## config.mk

```make
export PLATFORM = sky130hd
export DESIGN_NAME = ctm_top
export DESIGN_NICKNAME = d
export VERILOG_FILES = /design/src/rtl/ctm_pkg.sv /design/src/rtl/ctm_counter.sv /design/src/rtl/ctm_compare.sv /design/src/rtl/ctm_top.sv
export SDC_FILE = /design/constraint.sdc
export NUM_CORES = 1
export LEC_CHECK = 0
export CELL_PAD_IN_SITES_DETAIL_PLACEMENT = 1
export CELL_PAD_IN_SITES_GLOBAL_PLACEMENT = 1
export CORE_UTILIZATION = 49
export DETAILED_ROUTE_END_ITERATION = 16
export DONT_BUFFER_PORTS = 1
export GPL_ROUTABILITY_DRIVEN = 0
export PLACE_DENSITY_LB_ADDON = 0.1
export SYNTH_ARGS = -nofsm -noshare
export SYNTH_HDL_FRONTEND = slang
export SYNTH_HIERARCHICAL = 1
export SYNTH_SLANG_ARGS = --single-unit
```

## constraint.sdc

```tcl
create_clock -name clk -period 4 [get_ports clk]
set_input_delay 0.4 -clock clk [delete_from_list [all_inputs] [get_ports clk]]
set_output_delay 0.4 -clock clk [all_outputs]
set_load 0.005 [all_outputs]
```

## src/rtl/ctm_pkg.sv

```systemverilog
package ctm_pkg;
  localparam int WORD_W = 32;

  // byte offsets of the word registers
  localparam logic [7:0] OFF_CNT_LO = 8'h00;
  localparam logic [7:0] OFF_CNT_HI = 8'h04;
  localparam logic [7:0] OFF_CTRL   = 8'h08;
  localparam logic [7:0] OFF_STAT   = 8'h0C;
  localparam logic [7:0] OFF_CMP_LO = 8'h10;
  localparam logic [7:0] OFF_CMP_HI = 8'h14;
  localparam logic [7:0] OFF_PERIOD = 8'h18;

  // control bit positions
  localparam int CB_RUN  = 0;
  localparam int CB_CMP  = 1;
  localparam int CB_IRQ  = 2;
  localparam int CB_AUTO = 3;
  localparam int CTRL_W  = 4;
endpackage

```

## src/rtl/ctm_counter.sv

```systemverilog
module ctm_counter #(
  parameter int W = 32
) (
  input  logic         clk,
  input  logic         rst,
  input  logic         en_i,
  input  logic         ld_lo_i,
  input  logic         ld_hi_i,
  input  logic [W-1:0] wdata_i,
  output logic [2*W-1:0] cnt_o
);
  localparam int CW = 2 * W;

  logic [CW-1:0] cnt_q;

  always_ff @(posedge clk) begin
    if (rst) begin
      cnt_q <= '0;
    end else if (en_i) begin
      cnt_q <= cnt_q + CW'(1);
    end else if (ld_lo_i) begin
      cnt_q[W-1:0] <= wdata_i;
    end else if (ld_hi_i) begin
      cnt_q[CW-1:W] <= wdata_i;
    end
  end

  assign cnt_o = cnt_q;

  AST_CNT_HOLD: assert property (@(posedge clk) disable iff (rst)
    (!en_i && !ld_lo_i && !ld_hi_i) |=> cnt_o == $past(cnt_o));
  AST_LOAD_IGNORED: assert property (@(posedge clk) disable iff (rst)
    (en_i && (ld_lo_i || ld_hi_i)) |=> cnt_o == $past(cnt_o) + CW'(1));
  AST_CARRY: assert property (@(posedge clk) disable iff (rst)
    (en_i && cnt_o[W-1:0] == '1) |=>
      (cnt_o[W-1:0] == '0 && cnt_o[CW-1:W] == $past(cnt_o[CW-1:W]) + W'(1)));
endmodule

```

## src/rtl/ctm_compare.sv

```systemverilog
module ctm_compare #(
  parameter int W = 32
) (
  input  logic           clk,
  input  logic           rst,
  input  logic [2*W-1:0] cnt_i,
  input  logic           cmp_en_i,
  input  logic           auto_en_i,
  input  logic           arm_i,
  input  logic           wr_lo_i,
  input  logic           wr_hi_i,
  input  logic           wr_per_i,
  input  logic [W-1:0]   wdata_i,
  output logic [2*W-1:0] cmp_o,
  output logic [W-1:0]   per_o,
  output logic           evt_o
);
  localparam int CW = 2 * W;

  logic [CW-1:0] cmp_q;
  logic [W-1:0]  per_q;
  logic          armed_q;
  logic          evt;
  logic          rearm;

  assign rearm = wr_lo_i | wr_hi_i | arm_i;
  assign evt   = cmp_en_i & armed_q & (cnt_i >= cmp_q);

  always_ff @(posedge clk) begin
    if (rst) begin
      cmp_q   <= '0;
      per_q   <= '0;
      armed_q <= 1'b0;
    end else begin
      if (wr_per_i) per_q <= wdata_i;
      if (wr_lo_i) begin
        cmp_q[W-1:0] <= wdata_i;
      end else if (wr_hi_i) begin
        cmp_q[CW-1:W] <= wdata_i;
      end else if (evt && auto_en_i) begin
        cmp_q <= cmp_q + {{W{1'b0}}, per_q};
      end
      if (rearm) begin
        armed_q <= 1'b1;
      end else if (evt && !auto_en_i) begin
        armed_q <= 1'b0;
      end
    end
  end

  assign cmp_o = cmp_q;
  assign per_o = per_q;
  assign evt_o = evt;

  AST_ONE_SHOT: assert property (@(posedge clk) disable iff (rst)
    (evt_o && !auto_en_i && !rearm) |=> !evt_o);
  AST_AUTO_STEP: assert property (@(posedge clk) disable iff (rst)
    (evt_o && auto_en_i && !wr_lo_i && !wr_hi_i) |=>
      cmp_o == $past(cmp_o) + {{W{1'b0}}, $past(per_o)});
  AST_NO_EVT_DISABLED: assert property (@(posedge clk) disable iff (rst)
    !cmp_en_i |-> !evt_o);
endmodule

```

## src/rtl/ctm_top.sv

```systemverilog
module ctm_top #(
  parameter int ADDR_W = 5,
  parameter int DATA_W = ctm_pkg::WORD_W
) (
  input  logic              clk,
  input  logic              rst,
  input  logic              bus_valid,
  input  logic              bus_write,
  input  logic [ADDR_W-1:0] bus_addr,
  input  logic [DATA_W-1:0] bus_wdata,
  output logic [DATA_W-1:0] bus_rdata,
  output logic              irq
);
  import ctm_pkg::*;

  localparam int CW = 2 * DATA_W;

  logic wr, rd;
  logic sel_clo, sel_chi, sel_ctl, sel_sta, sel_mlo, sel_mhi, sel_per;

  assign wr = bus_valid & bus_write;
  assign rd = bus_valid & ~bus_write;

  assign sel_clo = bus_addr == ADDR_W'(OFF_CNT_LO);
  assign sel_chi = bus_addr == ADDR_W'(OFF_CNT_HI);
  assign sel_ctl = bus_addr == ADDR_W'(OFF_CTRL);
  assign sel_sta = bus_addr == ADDR_W'(OFF_STAT);
  assign sel_mlo = bus_addr == ADDR_W'(OFF_CMP_LO);
  assign sel_mhi = bus_addr == ADDR_W'(OFF_CMP_HI);
  assign sel_per = bus_addr == ADDR_W'(OFF_PERIOD);

  logic [CTRL_W-1:0] ctrl_q, ctrl_d;
  logic              stat_q, stat_d;
  logic              arm;
  logic              evt;
  logic [CW-1:0]     cnt;
  logic [CW-1:0]     cmp;
  logic [DATA_W-1:0] per;

  assign ctrl_d = (wr && sel_ctl) ? bus_wdata[CTRL_W-1:0] : ctrl_q;
  assign arm    = wr & sel_ctl & bus_wdata[CB_CMP] & ~ctrl_q[CB_CMP];
  assign stat_d = evt ? 1'b1 : ((wr && sel_sta && bus_wdata[0]) ? 1'b0 : stat_q);

  ctm_counter #(.W(DATA_W)) u_cnt (
    .clk     (clk),
    .rst     (rst),
    .en_i    (ctrl_q[CB_RUN]),
    .ld_lo_i (wr & sel_clo),
    .ld_hi_i (wr & sel_chi),
    .wdata_i (bus_wdata),
    .cnt_o   (cnt)
  );

  ctm_compare #(.W(DATA_W)) u_cmp (
    .clk       (clk),
    .rst       (rst),
    .cnt_i     (cnt),
    .cmp_en_i  (ctrl_q[CB_CMP]),
    .auto_en_i (ctrl_q[CB_AUTO]),
    .arm_i     (arm),
    .wr_lo_i   (wr & sel_mlo),
    .wr_hi_i   (wr & sel_mhi),
    .wr_per_i  (wr & sel_per),
    .wdata_i   (bus_wdata),
    .cmp_o     (cmp),
    .per_o     (per),
    .evt_o     (evt)
  );

  logic [DATA_W-1:0] rmux;

  always_comb begin
    rmux = '0;
    if (sel_clo) rmux = cnt[DATA_W-1:0];
    if (sel_chi) rmux = cnt[CW-1:DATA_W];
    if (sel_ctl) rmux = DATA_W'(ctrl_q);
    if (sel_sta) rmux = DATA_W'(stat_q);
    if (sel_mlo) rmux = cmp[DATA_W-1:0];
    if (sel_mhi) rmux = cmp[CW-1:DATA_W];
    if (sel_per) rmux = per;
  end

  always_ff @(posedge clk) begin
    if (rst) begin
      ctrl_q    <= '0;
      stat_q    <= 1'b0;
      irq       <= 1'b0;
      bus_rdata <= '0;
    end else begin
      ctrl_q <= ctrl_d;
      stat_q <= stat_d;
      irq    <= stat_d & ctrl_d[CB_IRQ];
      if (rd) bus_rdata <= rmux;
    end
  end

  AST_EVT_SETS_FLAG: assert property (@(posedge clk) disable iff (rst)
    evt |=> stat_q);
  AST_FLAG_QUIET: assert property (@(posedge clk) disable iff (rst)
    (!ctrl_q[CB_CMP] && !stat_q) |=> !stat_q);
  AST_W1C: assert property (@(posedge clk) disable iff (rst)
    (wr && sel_sta && bus_wdata[0] && !evt) |=> !stat_q);
  AST_STICKY: assert property (@(posedge clk) disable iff (rst)
    (stat_q && !(wr && sel_sta && bus_wdata[0])) |=> stat_q);

  always_ff @(posedge clk) begin
    if (!rst) begin
      AST_IRQ_GATE: assert (irq == (stat_q && ctrl_q[CB_IRQ]));
    end
  end
endmodule

```

# --- Word level (Yosys, flattened, before mapping) ---
# Cells that the tools add are included.
totals:
  out_inout_bits: 33
  wordCells: 75
  reg_bits: 199
  inputBits: 41
classes:
  magnitude_cmp: 1
  n_mux: 20
  eq_ne: 8
  bitwise: 18
  add_sub_neg: 2
  reduce_logical: 15
op_table:
  columns: ["cell", "n"]
  rows:
  - ["$mux 32", 13]
  - ["$mux 64", 2]
  - ["$add 64x1->64 const B", 1]
  - ["$add 64x32->64", 1]
  - ["$ge 64x64->1", 1]
  - ["$eq 5x5->1 const B", 3]
  - ["$and 1x1->1", 13]
  - ["$eq 5x4->1 const B", 2]
  - ["$reduce_bool 2->1", 5]
  - ["$reduce_and 2->1", 3]
  - ["$eq 5x3->1 const B", 1]
  - ["$logic_and 1x1->1", 5]
  - ["$logic_not 5->1", 1]
  - ["$mux 1", 4]
  - ["$mux 3", 1]
  - ["$not 1->1", 3]
  - ["$ne 2x1->1 const B", 1]
  - ["$ne 2x2->1 const B", 1]
  - ["$or 1x1->1", 2]
  - ["$logic_not 1->1", 1]

# --- Longest topological paths before layout ---
logic_depth:
  ltp_word: 8
  depth_mapped: 14
  mapped_depth_nobuf: 12

# --- Modules after synthesis ---
# The synthesis kept the hierarchy.
by_module_without_submodules:
  columns: ["mod", "area_each_um2", "instances", "seq_area_each_um2", "cells_per_inst"]
  rows:
  - ["ctm_compare", 8149.1, 1, 1941.9, 1073]
  - ["ctm_counter", 4042.6, 1, 1281.2, 557]
  - ["ctm_top", 2904.0, 1, 760.7, 378]

# --- Least setup slack after synthesis ---
# Ideal clock, no wire load.
synth_timing:
  path_type: "flip-flop to flip-flop"
  start: "reg u_cmp.cmp_q[0], in the netlist u_cmp/cmp_o[0]"
  end: "reg u_cmp.cmp_q[56], in the netlist u_cmp/cmp_o[56]"
  setup_ns: 0.074
  path_buffers: 0
  arrival_ns: 2.877
  synth_period_minus_slack_ns: 2.952
  stages_incl_launch_ff: 13
  required_time_ns: 3.926
  slack_ns: 1.048
  cell_sequence: "dfxtp_1 ha_1 inv_1 fa_1 nand2b_1 a21oi_1 o21ai_0 a2111oi_0 o21ai_0 nand2_1 nand2_1 or4_1 a31oi_1"
synth_via:
  elab_chain_len: 5
  elab_cells_between_ends: 8
  cone_classes: "add/sub (1); order compare (1); mux (2); bitwise (1); reduce/logical (3)"
synth_rtl:
  columns: ["element", "line_no", "text"]
  rows:
  - ["start: declaration", "ctm_compare.sv:20", "logic [CW-1:0] cmp_q;"]
  - ["start signal: indexed assignment", "ctm_compare.sv:37", "cmp_q[W-1:0] <= wdata_i;"]
  - ["start signal: indexed assignment", "ctm_compare.sv:39", "cmp_q[CW-1:W] <= wdata_i;"]
  - ["start signal: assignment", "ctm_compare.sv:41", "cmp_q <= cmp_q + {{W{1'b0}}, per_q};"]
  - ["$ge 64x64->1", "ctm_compare.sv:27", "assign evt = cmp_en_i & armed_q & (cnt_i >= cmp_q);"]
  - ["$and 1x1->1", "ctm_compare.sv:27", null]
  - ["$logic_and 1x1->1", "ctm_compare.sv:40", "end else if (evt && auto_en_i) begin"]
  - ["$reduce_bool 2->1 (no source line)", null, null]
  - ["$reduce_and 2->1 (no source line)", null, null]
# Parallel ways exist; a longest one is shown, timed or not. The select of a mux whose other input is x is not followed.
# A chain may end at the register's enable or synchronous reset.

# --- Worst setup path in the final report ---
layout_timing:
  start: "reg u_cmp.cmp_q[0], in the netlist u_cmp/cmp_o[0]"
  end: "reg u_cmp.cmp_q[52], in the netlist u_cmp/cmp_o[52]"
# Same word-level chain as after synthesis.

==> summary.txt <==
STA
  – Minimum clock period after layout: 3850 ps
  – Final Worst Setup Slack: 145 ps
  – Slew HR: 0.315
  – Fmax: 259 MHz
  – Worst-Margin Slew: 1030 ps
  – Worst hold margin: 34.2 ps
  – RSZ-0062 raised after global routing: no
  – Slew Limit Fails: 0
  – Final setup viols: 0
  – Fin Setup TNS: 0 ps
  – Hold Vio Cnt, Final: 0
  – Fin Clk Skew: 17.6 ps
  – Final Cycle Share: 0.964

Drt
  – DRT iter0 DRCs: 2,703
  – WL final: 71,000 um
  – Final ANT Viol Nets: 0
  – Residual DRC count: 0
  – WL met2: 30,000 um
  – WL met1: 29,000 um
  – Metal3 WL: 8690 um
  – Max Used Layer: met4
  – Routed wire per std cell: 29.9 um
  – Avg Vias per Cell: 7.30
  – Via Count: 17,400
  – DR pass1 iterations: 8

Cells and area
  – Layout cell share with drive strength beyond 1: 0.0905
  – P&R area growth vs syn: 8.61%
  – Fin cells: 2,379
  – Post-layout util: 0.547
  – Final nets: 2,115

Global route
  – Total gr overflow: 0
  – Number of global-route vias before repair: 16,800
  – Initial antenna violation count: 0
  – Tot GR Track Use: 0.451
  – First-pass GRT wire length: 106,000 um
  – Largest net degree at the start of global routing: 135

Logic synthesis
  – Syn nets: 2,147
  – Most used standard cell by instance count after synthesis: nand2_1
  – Simple-gate share of the synthesized area: 0.268
  – Synth Area in Compound Gates: 0.261
  – Library cells used by synthesis: 88
  – Yosys reg bits: 199
  – Number of flops mapped to enable cells by yosys: 0
  – Multiplexer area fraction after synthesis: 0.0391
  – Ys flop type: dfxtp_1
  – Syn_area_per_cell: 7.52 um^2
  – Share of the synthesized area in the top cell type: 0.264
  – Mapped Area: 0.0151 mm^2
  – Mapped Cells: 2,008
  – Combinational family with the most area after synthesis: simple AND/OR/NAND/NOR gates
  – Post-synthesis async set-or-reset flop share: 0
  – Seq/Total Area, Yosys: 0.264
  – Synth Warn #: 6
  – Ranking of synthesized cells by area: dfxtp_1, ha_1, nand2_1
  – Post-Synth Adder-Cell Area: 0.0817
  – Commonest cells in the netlist: nand2_1, dfxtp_1, nor2_1, a21oi_1, clkbuf_1
  – Biggest area consumer among synthesized cells: dfxtp_1
  – Xor/xnor cell area share of the yosys netlist: 0.0255

CTS
  – Setup repair bufs after CTS: 0
  – Total CTS buffers: 17
  – CTS max path bufs: 2
  – # clock sinks: 199
  – Clock-pin slew on the worst setup and hold paths: 80 ps
  – Clk root buf: clkbuf_16
  – Worst-skew pair later-pin latency: 480 ps
  – # H-tree levels: 4
  – CTS tree: done

Job
  – # Max-Cap Violations: 0

Critical path
  – CP max stage cell: a2111oi_0
  – CP max stage delay: 580 ps
  – Worst EP required: 4360 ps
  – CP Class: reg -> reg
  – Crit path cell chain: ha_1 > inv_1 > fa_1 > nand2b_1 > a21oi_2 > o21ai_0 > a2111oi_0 > buf_4 > o21ai_0 > nand2_1 > nand2_1 > o211a_1 > a2111oi_0
  – Critical Path Sink Type: flop
  – Crit path max fanout: 6
  – CP Launch Type: flop
  – Crit path DAT: 4220 ps

Power
  – Worst VDD drop: 0.000315 V
  – PwrDens: 266 mW/mm^2
  – Leak pwr: 5.83 nW

Floorplanning
  – Chip height: 178 um
  – IO Pins: 74
  – Core area: 0.0300 mm^2
  – Die W: 178 um
  – Die area: 0.0315 mm^2
  – Starting Density: 0.504
  – Placement Rows: 63

Placed design
  – DP Worst Slack: 228 ps
  – Post-placement cell count: 2,342
  – IO Port Bufs: 0
  – Post-DP HPWL: 52,400 um

Min path
  – HP Class: in -> reg

Outcome
  – Status: finished clean
[registers in the layout, indices dropped and copies added (netlist names)]
name	count
u_cmp/cmp_o	64
u_cmp/per_o	32
ctrl_q	4
u_cnt/cnt_o	64
irq	1
u_cmp/armed_q	1
bus_rdata	32
stat_q	1
[cells by family after synthesis]
family | Yosys count
mux | 57
buf+inv | 231
fa+ha+maj | 98
simple gates | 784
xor+xnor | 44
flops | 199
compound gates | 595
[through the flow]
stage          power (mW)  instance area [um^2]
2_1_floorplan        2.33                 15100
3_3_place_gp         2.41                 15700
3_5_place_dp         2.42                 15700
4_1_cts              4.34                 16400
5_1_grt              4.45                 16400
6_report             4.35                 16400
[power by group]
| group | switching (mW) | internal [mW] | total (mW) |
|---|---|---|---|
| registers | 0.0369 | 2.00 | 2.04 |
| logic | 0.237 | 0.124 | 0.360 |
| clock network | 0.858 | 1.10 | 1.95 |
| total | 1.13 | 3.22 | 4.35 |
[worst paths after layout]
check                                                 start                      endpoint  slack, ps  cells after the start
worst min register to register    bus_rdata[4]$_SDFFE_PP0P_     bus_rdata[4]$_SDFFE_PP0P_        480                      2
worst max-delay path            u_cmp/cmp_o[0]$_SDFFE_PP0P_  u_cmp/cmp_o[52]$_SDFFE_PP0P_        150                     13
worst min-delay path                                    rst  u_cmp/per_o[25]$_SDFFE_PP0P_         30                      1
worst max register to register  u_cmp/cmp_o[0]$_SDFFE_PP0P_  u_cmp/cmp_o[52]$_SDFFE_PP0P_        150                     13
[cell usage in the layout (no fill, tap or decap), drive strengths merged, types with 28 or more instances in the layout]
cell type  Yosys  layout
nor4          30      30
o21ai        119     119
nand2        216     216
o22ai         46      46
o211ai        30      30
dfxtp        199     199
a21o          49      49
nand3b        31      31
a21oi        141     141
nand4         58      58
or3b          28      28
inv           95      95
buf           37      79
nor3          68      68
ha            97      97
nor2         155     155
a221oi        40      40
and3          33      33
nand3         75      75
mux2i         50      50
[per-layer routing]
layer  global-route usage  vias to the layer above
met5                    0                        -
li1                     -                     7409
met4                0.200                        0
met1                0.603                     8535
met3                0.133                      264
met2                0.665                     1159
[final cells by class]
cell class                      count  area (um^2)
Multi-Input combinational cell   1578        10300
Clock inverter                      7          143
Sequential cell                   199         3990
Inverter                           96          360
Clock buffer                       24          482
Tap cell                          390          488
Antenna cell                        1         2.50
Fill cell                        3792        13600
Timing Repair Buffer               84          668
[timing repair]
item                       in CTS  in global routing
hold buffers                    4                  1
setup endpoints to repair       0                  3
hold endpoints to repair        7                  6
resized for setup               0                  1
[critical path, delay by kind of cell, from the launching register on]
family / cells / cell delay [ps]
buffers and inverters: 2 / 290
flip-flops: 1 / 390
AND/OR/NAND/NOR: 3 / 710
AO/OA/AOI/OAI: 6 / 1760
adder cells (fa/ha/maj): 2 / 590
No activity file was read; power rests on OpenSTA's default activity.
